$ cat src/rtl/sup_pkg.sv
package sup_pkg;

    typedef enum logic [0:0] {
        ST_RUN  = 1'b0,
        ST_HOLD = 1'b1
    } hold_state_e;

    typedef struct packed {
        logic level;
        logic toggled;
    } wdi_sample_t;

    function automatic int unsigned pick_period(
        input logic        force_long,
        input logic        short_sel,
        input int unsigned long_t,
        input int unsigned short_t
    );
        return (force_long || !short_sel) ? long_t : short_t;
    endfunction

endpackage

$ cat src/rtl/sup_wdi_sync.sv
module sup_wdi_sync #(
    parameter int STAGES = 2
) (
    input  logic                 clk,
    input  logic                 rst,
    input  logic                 wdi,
    output sup_pkg::wdi_sample_t smp
);
    logic [STAGES:0] pipe;

    always_ff @(posedge clk) begin
        if (rst) pipe <= '0;
        else     pipe <= {pipe[STAGES-1:0], wdi};
    end

    always_comb begin
        smp.level   = pipe[STAGES-1];
        smp.toggled = pipe[STAGES] ^ pipe[STAGES-1];
    end
endmodule

$ cat src/rtl/sup_wd_timer.sv
module sup_wd_timer #(
    parameter int LONG_TICKS  = 4032,
    parameter int SHORT_TICKS = 960
) (
    input  logic clk,
    input  logic rst,
    input  logic tick,
    input  logic wd_en,
    input  logic short_sel,
    input  logic hold,
    input  logic toggled,
    output logic timeout
);
    localparam int WCW = $clog2(LONG_TICKS + 1);

    logic [WCW-1:0] wcnt;
    logic [WCW-1:0] limit_m1;
    logic           force_long;

    always_comb begin
        limit_m1 = WCW'(sup_pkg::pick_period(force_long, short_sel,
                        LONG_TICKS, SHORT_TICKS) - 1);
        timeout  = tick && wd_en && !hold && !toggled && (wcnt >= limit_m1);
    end

    always_ff @(posedge clk) begin
        if (rst) begin
            wcnt       <= '0;
            force_long <= 1'b1;
        end else begin
            if (hold)         force_long <= 1'b1;
            else if (toggled) force_long <= 1'b0;
            if (hold || !wd_en || toggled || timeout) wcnt <= '0;
            else if (tick)                            wcnt <= wcnt + 1'b1;
        end
    end

    p_disabled_idle_r7: assert property (@(posedge clk) disable iff (rst)
        !wd_en |=> (wcnt == '0));
    p_edge_restart_r4: assert property (@(posedge clk) disable iff (rst)
        toggled |=> (wcnt == '0));
    p_long_after_reset_r9: assert property (@(posedge clk) disable iff (rst)
        hold |=> force_long);
endmodule

$ cat src/rtl/sup_rst_stretch.sv
module sup_rst_stretch #(
    parameter int RST_TICKS = 35
) (
    input  logic clk,
    input  logic rst,
    input  logic low_line,
    input  logic tick,
    input  logic timeout,
    output logic hold
);
    import sup_pkg::*;
    localparam int RCW = $clog2(RST_TICKS + 1);

    hold_state_e    state;
    logic [RCW-1:0] rcnt;

    always_ff @(posedge clk) begin
        if (rst || low_line || timeout) begin
            state <= ST_HOLD;
            rcnt  <= '0;
        end else if (state == ST_HOLD && tick) begin
            if (rcnt == RCW'(RST_TICKS - 1)) begin
                state <= ST_RUN;
                rcnt  <= '0;
            end else begin
                rcnt <= rcnt + 1'b1;
            end
        end
    end

    assign hold = (state == ST_HOLD);

    p_hold_on_low_r1: assert property (@(posedge clk) disable iff (rst)
        low_line |=> hold);
    p_frozen_no_tick_r2: assert property (@(posedge clk) disable iff (rst)
        (hold && !tick) |=> hold);
endmodule

$ cat src/rtl/sup_core.sv
module sup_core #(
    parameter int RST_TICKS   = 35,
    parameter int LONG_TICKS  = 4032,
    parameter int SHORT_TICKS = 960,
    parameter int SYNC_STAGES = 2
) (
    input  logic clk,
    input  logic rst,
    input  logic low_line,
    input  logic tick,
    input  logic wdi,
    input  logic wd_en,
    input  logic short_sel,
    input  logic ce_in_n,
    output logic reset_n,
    output logic reset,
    output logic wdo_n,
    output logic ce_out_n
);
    sup_pkg::wdi_sample_t smp;
    logic hold;
    logic timeout;

    sup_wdi_sync #(.STAGES(SYNC_STAGES)) u_sync (
        .clk(clk), .rst(rst), .wdi(wdi), .smp(smp)
    );

    sup_wd_timer #(.LONG_TICKS(LONG_TICKS), .SHORT_TICKS(SHORT_TICKS)) u_timer (
        .clk(clk), .rst(rst), .tick(tick), .wd_en(wd_en),
        .short_sel(short_sel), .hold(hold), .toggled(smp.toggled),
        .timeout(timeout)
    );

    sup_rst_stretch #(.RST_TICKS(RST_TICKS)) u_stretch (
        .clk(clk), .rst(rst), .low_line(low_line), .tick(tick),
        .timeout(timeout), .hold(hold)
    );

    always_ff @(posedge clk) begin
        if (rst)                            wdo_n <= 1'b1;
        else if (low_line || smp.toggled)   wdo_n <= 1'b1;
        else if (timeout)                   wdo_n <= 1'b0;
    end

    assign reset_n  = !hold;
    assign reset    = hold;
    assign ce_out_n = low_line | ce_in_n;

    p_wdo_fall_resets_r5: assert property (@(posedge clk) disable iff (rst)
        $fell(wdo_n) |-> !reset_n);
    p_wdo_set_on_low_r6: assert property (@(posedge clk) disable iff (rst)
        low_line |=> wdo_n);
    p_release_needs_supply_r2: assert property (@(posedge clk) disable iff (rst)
        $rose(reset_n) |-> !$past(low_line));
endmodule

$ cat config.mk
export PLATFORM = sky130hd
export DESIGN_NAME = sup_core
export DESIGN_NICKNAME = d
export VERILOG_FILES = /design/src/rtl/sup_pkg.sv /design/src/rtl/sup_wdi_sync.sv /design/src/rtl/sup_wd_timer.sv /design/src/rtl/sup_rst_stretch.sv /design/src/rtl/sup_core.sv
export SDC_FILE = /design/constraint.sdc
export NUM_CORES = 1
export LEC_CHECK = 0
export ABC_AREA = 1
export BUFFER_PORTS_ARGS = -buffer_cell sky130_fd_sc_hd__buf_2
export CAP_MARGIN = 10
export CORE_UTILIZATION = 55
export DETAILED_ROUTE_END_ITERATION = 16
export HOLD_SLACK_MARGIN = 0.02
export PLACE_DENSITY_LB_ADDON = 0.2
export SLEW_MARGIN = 20
export SYNTH_ARGS = -nofsm -noshare
export SYNTH_HDL_FRONTEND = slang
export SYNTH_SLANG_ARGS = --single-unit
export TNS_END_PERCENT = 10
$ cat constraint.sdc
create_clock -name clk -period 2.8 [get_ports clk]
set_clock_uncertainty 0.1 [all_clocks]
set_input_delay 0.28 -clock clk [delete_from_list [all_inputs] [get_ports clk]]
set_output_delay 0.28 -clock clk [all_outputs]
set_load 0.02 [all_outputs]
* Word level (Yosys, flattened, before mapping) *
Cells that the tools add are included.

cells by class
  add/sub/neg operators = 3
  order comparisons = 1
  eq/ne operators = 1
  multiplexer cells = 2
  bitwise gates (word level) = 2
  reductions and logical operators = 20

operator list
  operator               count
  $add 12x1->12 const B  1
  $ge 12x12->1           1
  $mux 12                1
  $sub 12x1->12 const B  1
  $logic_or 1x1->1       7
  $add 6x1->6 const B    1
  $eq 6x6->1 const B     1
  $mux 6                 1
  $reduce_or 2->1        3
  $logic_and 1x1->1      5
  $logic_not 1->1        4
  $reduce_and 2->1       1
  $or 1x1->1             1
  $xor 1x1->1            1

storage, ports and cells
  register bits after elaboration = 24
  bits of input ports = 8
  output and inout bits = 4
  logic and storage cells = 35

* Logic depth before layout (Yosys ltp) *
  word-level depth = 8
  depth in mapped cells = 11
  depth with buffers taken out = 10

* Hierarchy *
Synthesis repeated with hierarchy kept, for this count alone.

unflattened totals
  cells, all modules = 178
  area, all modules = 1262.5 sq um

modules (own cells, without submodules)
  module           instances  cells each  area an instance (sq um)
  sup_wd_timer     1          99          719.4
  sup_rst_stretch  1          57          387.9
  sup_wdi_sync     1          14          105.1
  sup_core         1          8           50.0

* Worst setup path before layout *
OpenSTA, ideal clock, no wires.

  path type = register to register
  start point = register u_timer.force_long
  end point = register u_timer.wcnt[0]
  library setup time = 116 ps
  data arrival time = 1235 ps
  slack = 1349 ps
  cell stages (with the launch flop) = 11
  buffers on the path = 1
  path through = dfxtp_1 -> nor2_1 -> ha_1 -> nand2_1 -> nor2_1 -> nor2_1 -> nor2_1 -> nand3_2 -> nand2_2 -> buf_6 -> nor2_1

between the ends
  cells in the longest elaborated chain, start to end = 7

RTL lines
  what                       RTL line            RTL
  from (decl)                sup_wd_timer.sv:18  logic force_long;
  from (signal assigned)     sup_wd_timer.sv:29  force_long <= 1'b1;
  from (signal assigned)     sup_wd_timer.sv:31  if (hold) force_long <= 1'b1;
  from (signal assigned)     sup_wd_timer.sv:32  else if (toggled) force_long <= 1'b0;
  $logic_or 1x1->1           sup_pkg.sv:19       return (force_long || !short_sel) ? long_t : short_t;
  $mux 12                    sup_pkg.sv:19
  $sub 12x1->12              sup_wd_timer.sv:22  LONG_TICKS, SHORT_TICKS) - 1);
  $ge 12x12->1               sup_wd_timer.sv:23  timeout = tick && wd_en && !hold && !toggled && (wcnt >= limit_m1);
  $logic_and 1x1->1          sup_wd_timer.sv:23
  $logic_or 1x1->1           sup_wd_timer.sv:33  if (hold || !wd_en || toggled || timeout) wcnt <= '0;
  $reduce_or 2->1 (no line)  --
  to (signal assigned)       sup_wd_timer.sv:34  else if (tick) wcnt <= wcnt + 1'b1;
  to (decl)                  sup_wd_timer.sv:16  logic [WCW-1:0] wcnt;

No other way between the ends.
A chain may end at the register's enable or synchronous reset.

* Worst setup path in the final report *
  start point = register u_timer.force_long
  end point = register u_stretch.rcnt[5]

between the ends
  cells in the longest elaborated chain, start to end = 6

RTL lines
  what                  RTL line               RTL
  $logic_or 1x1->1      sup_pkg.sv:19
  $mux 12               sup_pkg.sv:19
  $sub 12x1->12         sup_wd_timer.sv:22
  $ge 12x12->1          sup_wd_timer.sv:23
  $logic_and 1x1->1     sup_wd_timer.sv:23
  $logic_or 1x1->1      sup_rst_stretch.sv:18  if (rst || low_line || timeout) begin
  to (signal assigned)  sup_rst_stretch.sv:26  rcnt <= rcnt + 1'b1;
  to (decl)             sup_rst_stretch.sv:15  logic [RCW-1:0] rcnt;

No other way between the ends.

==> flow_metrics.env <==
export IMPL_status="finished clean"
export IMPL_nNetsFinal=204
export IMPL_wl_per_cell_um=9.65
export IMPL_finalSetupViolCount=0
export IMPL_finalSetupTns_ps=0
export IMPL_rsz0062_at_grt="false"
export IMPL_crit_type="flip-flop to flip-flop"
export IMPL_synthesis_nets=190
export IMPL_yosys_warnings=0
export IMPL_hold_class="input pin to flip-flop"
export IMPL_drt_initial_drc_count=19
export IMPL_crit_chain="nor2_1, ha_1, nand2_1, nand2_1, nor2_1, nand2_1, nand3_2, nand2_1, nor2_1"
export IMPL_antenna_left=0
export IMPL_r2r_start="u_timer.force_long"
export IMPL_cts_tree="yes"
export IMPL_yosysSeqAreaShare_pct=38.8
export IMPL_hp_start="wdi"
export IMPL_syn2layout_area_growth_pct=8.59
export IMPL_cts_clk_slew_worst_paths_ps=120
export IMPL_postCtsHoldBufs=0
export IMPL_clk_latency_ps=310
export IMPL_placementRows=16
export IMPL_gp_congestion=0.814
export IMPL_min_period_over_period_pct=56.8
export IMPL_grt_max_degree=14
export IMPL_num_fill_cells=211
export IMPL_synth_cell_type_count=23
export IMPL_grt_busiest_layer="met2"
export IMPL_crit_path_max_fanout=6
export IMPL_timing_slew_headroom_pct=80.9
export IMPL_fmax_mhz=629
export IMPL_p_sw_mw=0.114
export IMPL_grt_use_total_pct=20.6
export IMPL_holdPathStages=3
export IMPL_grt_pass1_wl_um=3930
export IMPL_cts_resized=0
export IMPL_leakagePower_nw=0.605
export IMPL_rr_worst_depth=9
export IMPL_core_area_um2=2040
export IMPL_antenna_cells=0
export IMPL_die_area_um2=2450
export IMPL_clockBufferDepth=2
export IMPL_synth_seq_cells=24
export IMPL_dp_final_hpwl_um=1620
export IMPL_fin_crit_ps=1590
export IMPL_powerDensity_nw_per_um2=406
export IMPL_io_pin_count=12
export IMPL_postSynthCellCount=177
export IMPL_critPathLaunch="u_timer.force_long"
export IMPL_synthesis_area_um2=1240
export IMPL_p_int_mw=0.433
export IMPL_global_route_usage_met1_pct=25.5
export IMPL_grt_pass1_vias=994
export IMPL_die_w_um=49.5
export IMPL_peakVddDrop_mv=0.293
export IMPL_seqPwrFrac_pct=63.2
export IMPL_final_area_um2=1350
export IMPL_worst_pin_slew_ps=285
export IMPL_die_h_um=49.5
export IMPL_pwr_share_clk_pct=32.5
export IMPL_p_comb_share_pct=4.3
export IMPL_vias_per_cell=4.78
export IMPL_critPathSlowestCell="dfxtp_1"
export IMPL_netSwitchingFraction_pct=20.8
export IMPL_start_kind="flip-flop"
export IMPL_wl_um=2090
export IMPL_required_ps=2950
export IMPL_critPathArrivalTime_ps=1740
export IMPL_drive_above_1_share_pct=12.1
export IMPL_max_stage_delay_ps=330
export IMPL_drt_pass1_iterations=4
export IMPL_initial_core_util_pct=60.7
export IMPL_drv_cap=0
export IMPL_cts_root_buf="clkbuf_4"
export IMPL_finalHoldViolCount=0
export IMPL_grtUsageMet3_pct=3.70
export IMPL_numClockSinks=24
export IMPL_cpMostUsedCell="nand2_1"
export IMPL_port_buffers=11
export IMPL_antenna_found_initial=0
export IMPL_avgSynthCellArea_um2=7.00
export IMPL_slew_violations=0
export IMPL_drc=0
export IMPL_cts_htree_levels=1
export IMPL_place_area_um2=1310
export IMPL_cts_setup_buffers=0
export IMPL_use_met2_pct=35.8
export IMPL_cts_made_buffers=3
export IMPL_vias=1037
export IMPL_globalRouteOverflowTotal=0
export IMPL_setup_worst_path_end_class="flip-flop"
==> Yosys cell counts <==
cell type | number | area, um^2
xnor2_1 | 2 | 17.5
nand2_1 | 37 | 139
nor2_4 | 1 | 11.3
nor2_2 | 1 | 6.26
a22oi_1 | 1 | 7.51
inv_1 | 27 | 101
inv_2 | 1 | 3.75
buf_6 | 1 | 11.3
nand3_1 | 14 | 70.1
dfxtp_1 | 24 | 480
nand3b_1 | 2 | 15.0
o21ai_0 | 2 | 10.0
buf_4 | 1 | 7.51
nor2_1 | 37 | 139
or2_2 | 1 | 6.26
ha_1 | 5 | 62.6
xor2_1 | 7 | 61.3
nor3_1 | 2 | 10.0
nand3_2 | 1 | 10.0
a31o_2 | 1 | 8.76
nand2_2 | 2 | 12.5
nand4_1 | 6 | 37.5
mux2i_1 | 1 | 10.0
==> power groups by stage <==
stage          logic [mW]  registers [mW]  clock network, mW
3_3_place_gp       0.0228           0.353                  0
5_1_grt            0.0261           0.346              0.203
6_report           0.0235           0.346              0.177
2_1_floorplan      0.0154           0.353                  0
4_1_cts            0.0236           0.346              0.186
3_5_place_dp       0.0235           0.353                  0
==> area by class of cell <==
cell class	count	area (um^2)	area share [%]
Clock buffer	4	36.3	2.70
Inverter	28	105	7.81
Multi-Input combinational cell	123	634	47.2
Sequential cell	24	480	35.7
Tap cell	27	33.8	2.51
Timing Repair Buffer	11	55.1	4.09
==> state kept, by name (all words and copies together) (netlist names) <==
signal / count
u_stretch.hold: 1
u_timer.force_long: 1
u_sync.pipe: 3
wdo_n: 1
u_timer.wcnt: 12
u_stretch.rcnt: 6
==> cell usage in the layout, fill, tap and decap left out <==
master,n
ha_1,5
xnor2_1,2
a22oi_1,1
nand3b_1,2
mux2i_1,1
inv_1,27
nor3_1,2
inv_2,1
or2_2,1
nand2_2,2
nand4_1,6
nor2_2,1
buf_2,11
clkbuf_8,1
nor2_4,1
nand3_1,14
clkbuf_4,3
xor2_1,7
dfxtp_1,24
nand2_1,37
nand3_2,1
a31o_2,1
o21ai_0,2
nor2_1,37
==> metrics by stage <==
stage          worst slack [ps]  power [mW]  util, %  instances  hold slack (ps)
3_5_place_dp               1140       0.377     64.1        213              298
6_report                   1210       0.547     65.9        217             58.8
3_3_place_gp               1190       0.376     64.1        213              293
5_1_grt                    1060       0.576     65.9        217             36.9
4_1_cts                    1200       0.555     65.9        217             53.3
2_1_floorplan              1350       0.368        -        177              251
==> worst max-delay path: cells and delay by family (launching register included) <==
kind / cells / cell delay, ps
and+or+nand+nor: 8 / 830
DFF: 1 / 330
adders and majority gates: 1 / 260
==> path summary, 6_finish.rpt <==
| kind | endpoint | slack (ps) |
|---|---|---|
| worst min-delay path | u_sync.pipe[0] | 60 |
| worst max register to register | u_stretch.rcnt[5] | 1210 |
| worst min register to register | u_sync.pipe[1] | 320 |
| worst max-delay path | u_stretch.rcnt[5] | 1210 |
==> cells by family after synthesis <==
group                      after synthesis  synth area share [%]
AOI/OAI and AO/OA                        4                  2.12
xor gates and xnor gates                 9                  6.36
adders and majority gates                5                  5.05
buffers and inverters                   30                  10.0
DFF                                     24                  38.8
muxes                                    1                 0.808
and+or+nand+nor                        104                  36.9
==> layer usage <==
layer	routed length, um	up-vias
met2	974	12
met5	0	-
met3	44	5
met4	33	0
met1	1040	449
li1	-	571
(Power assumes the default switching activity.)
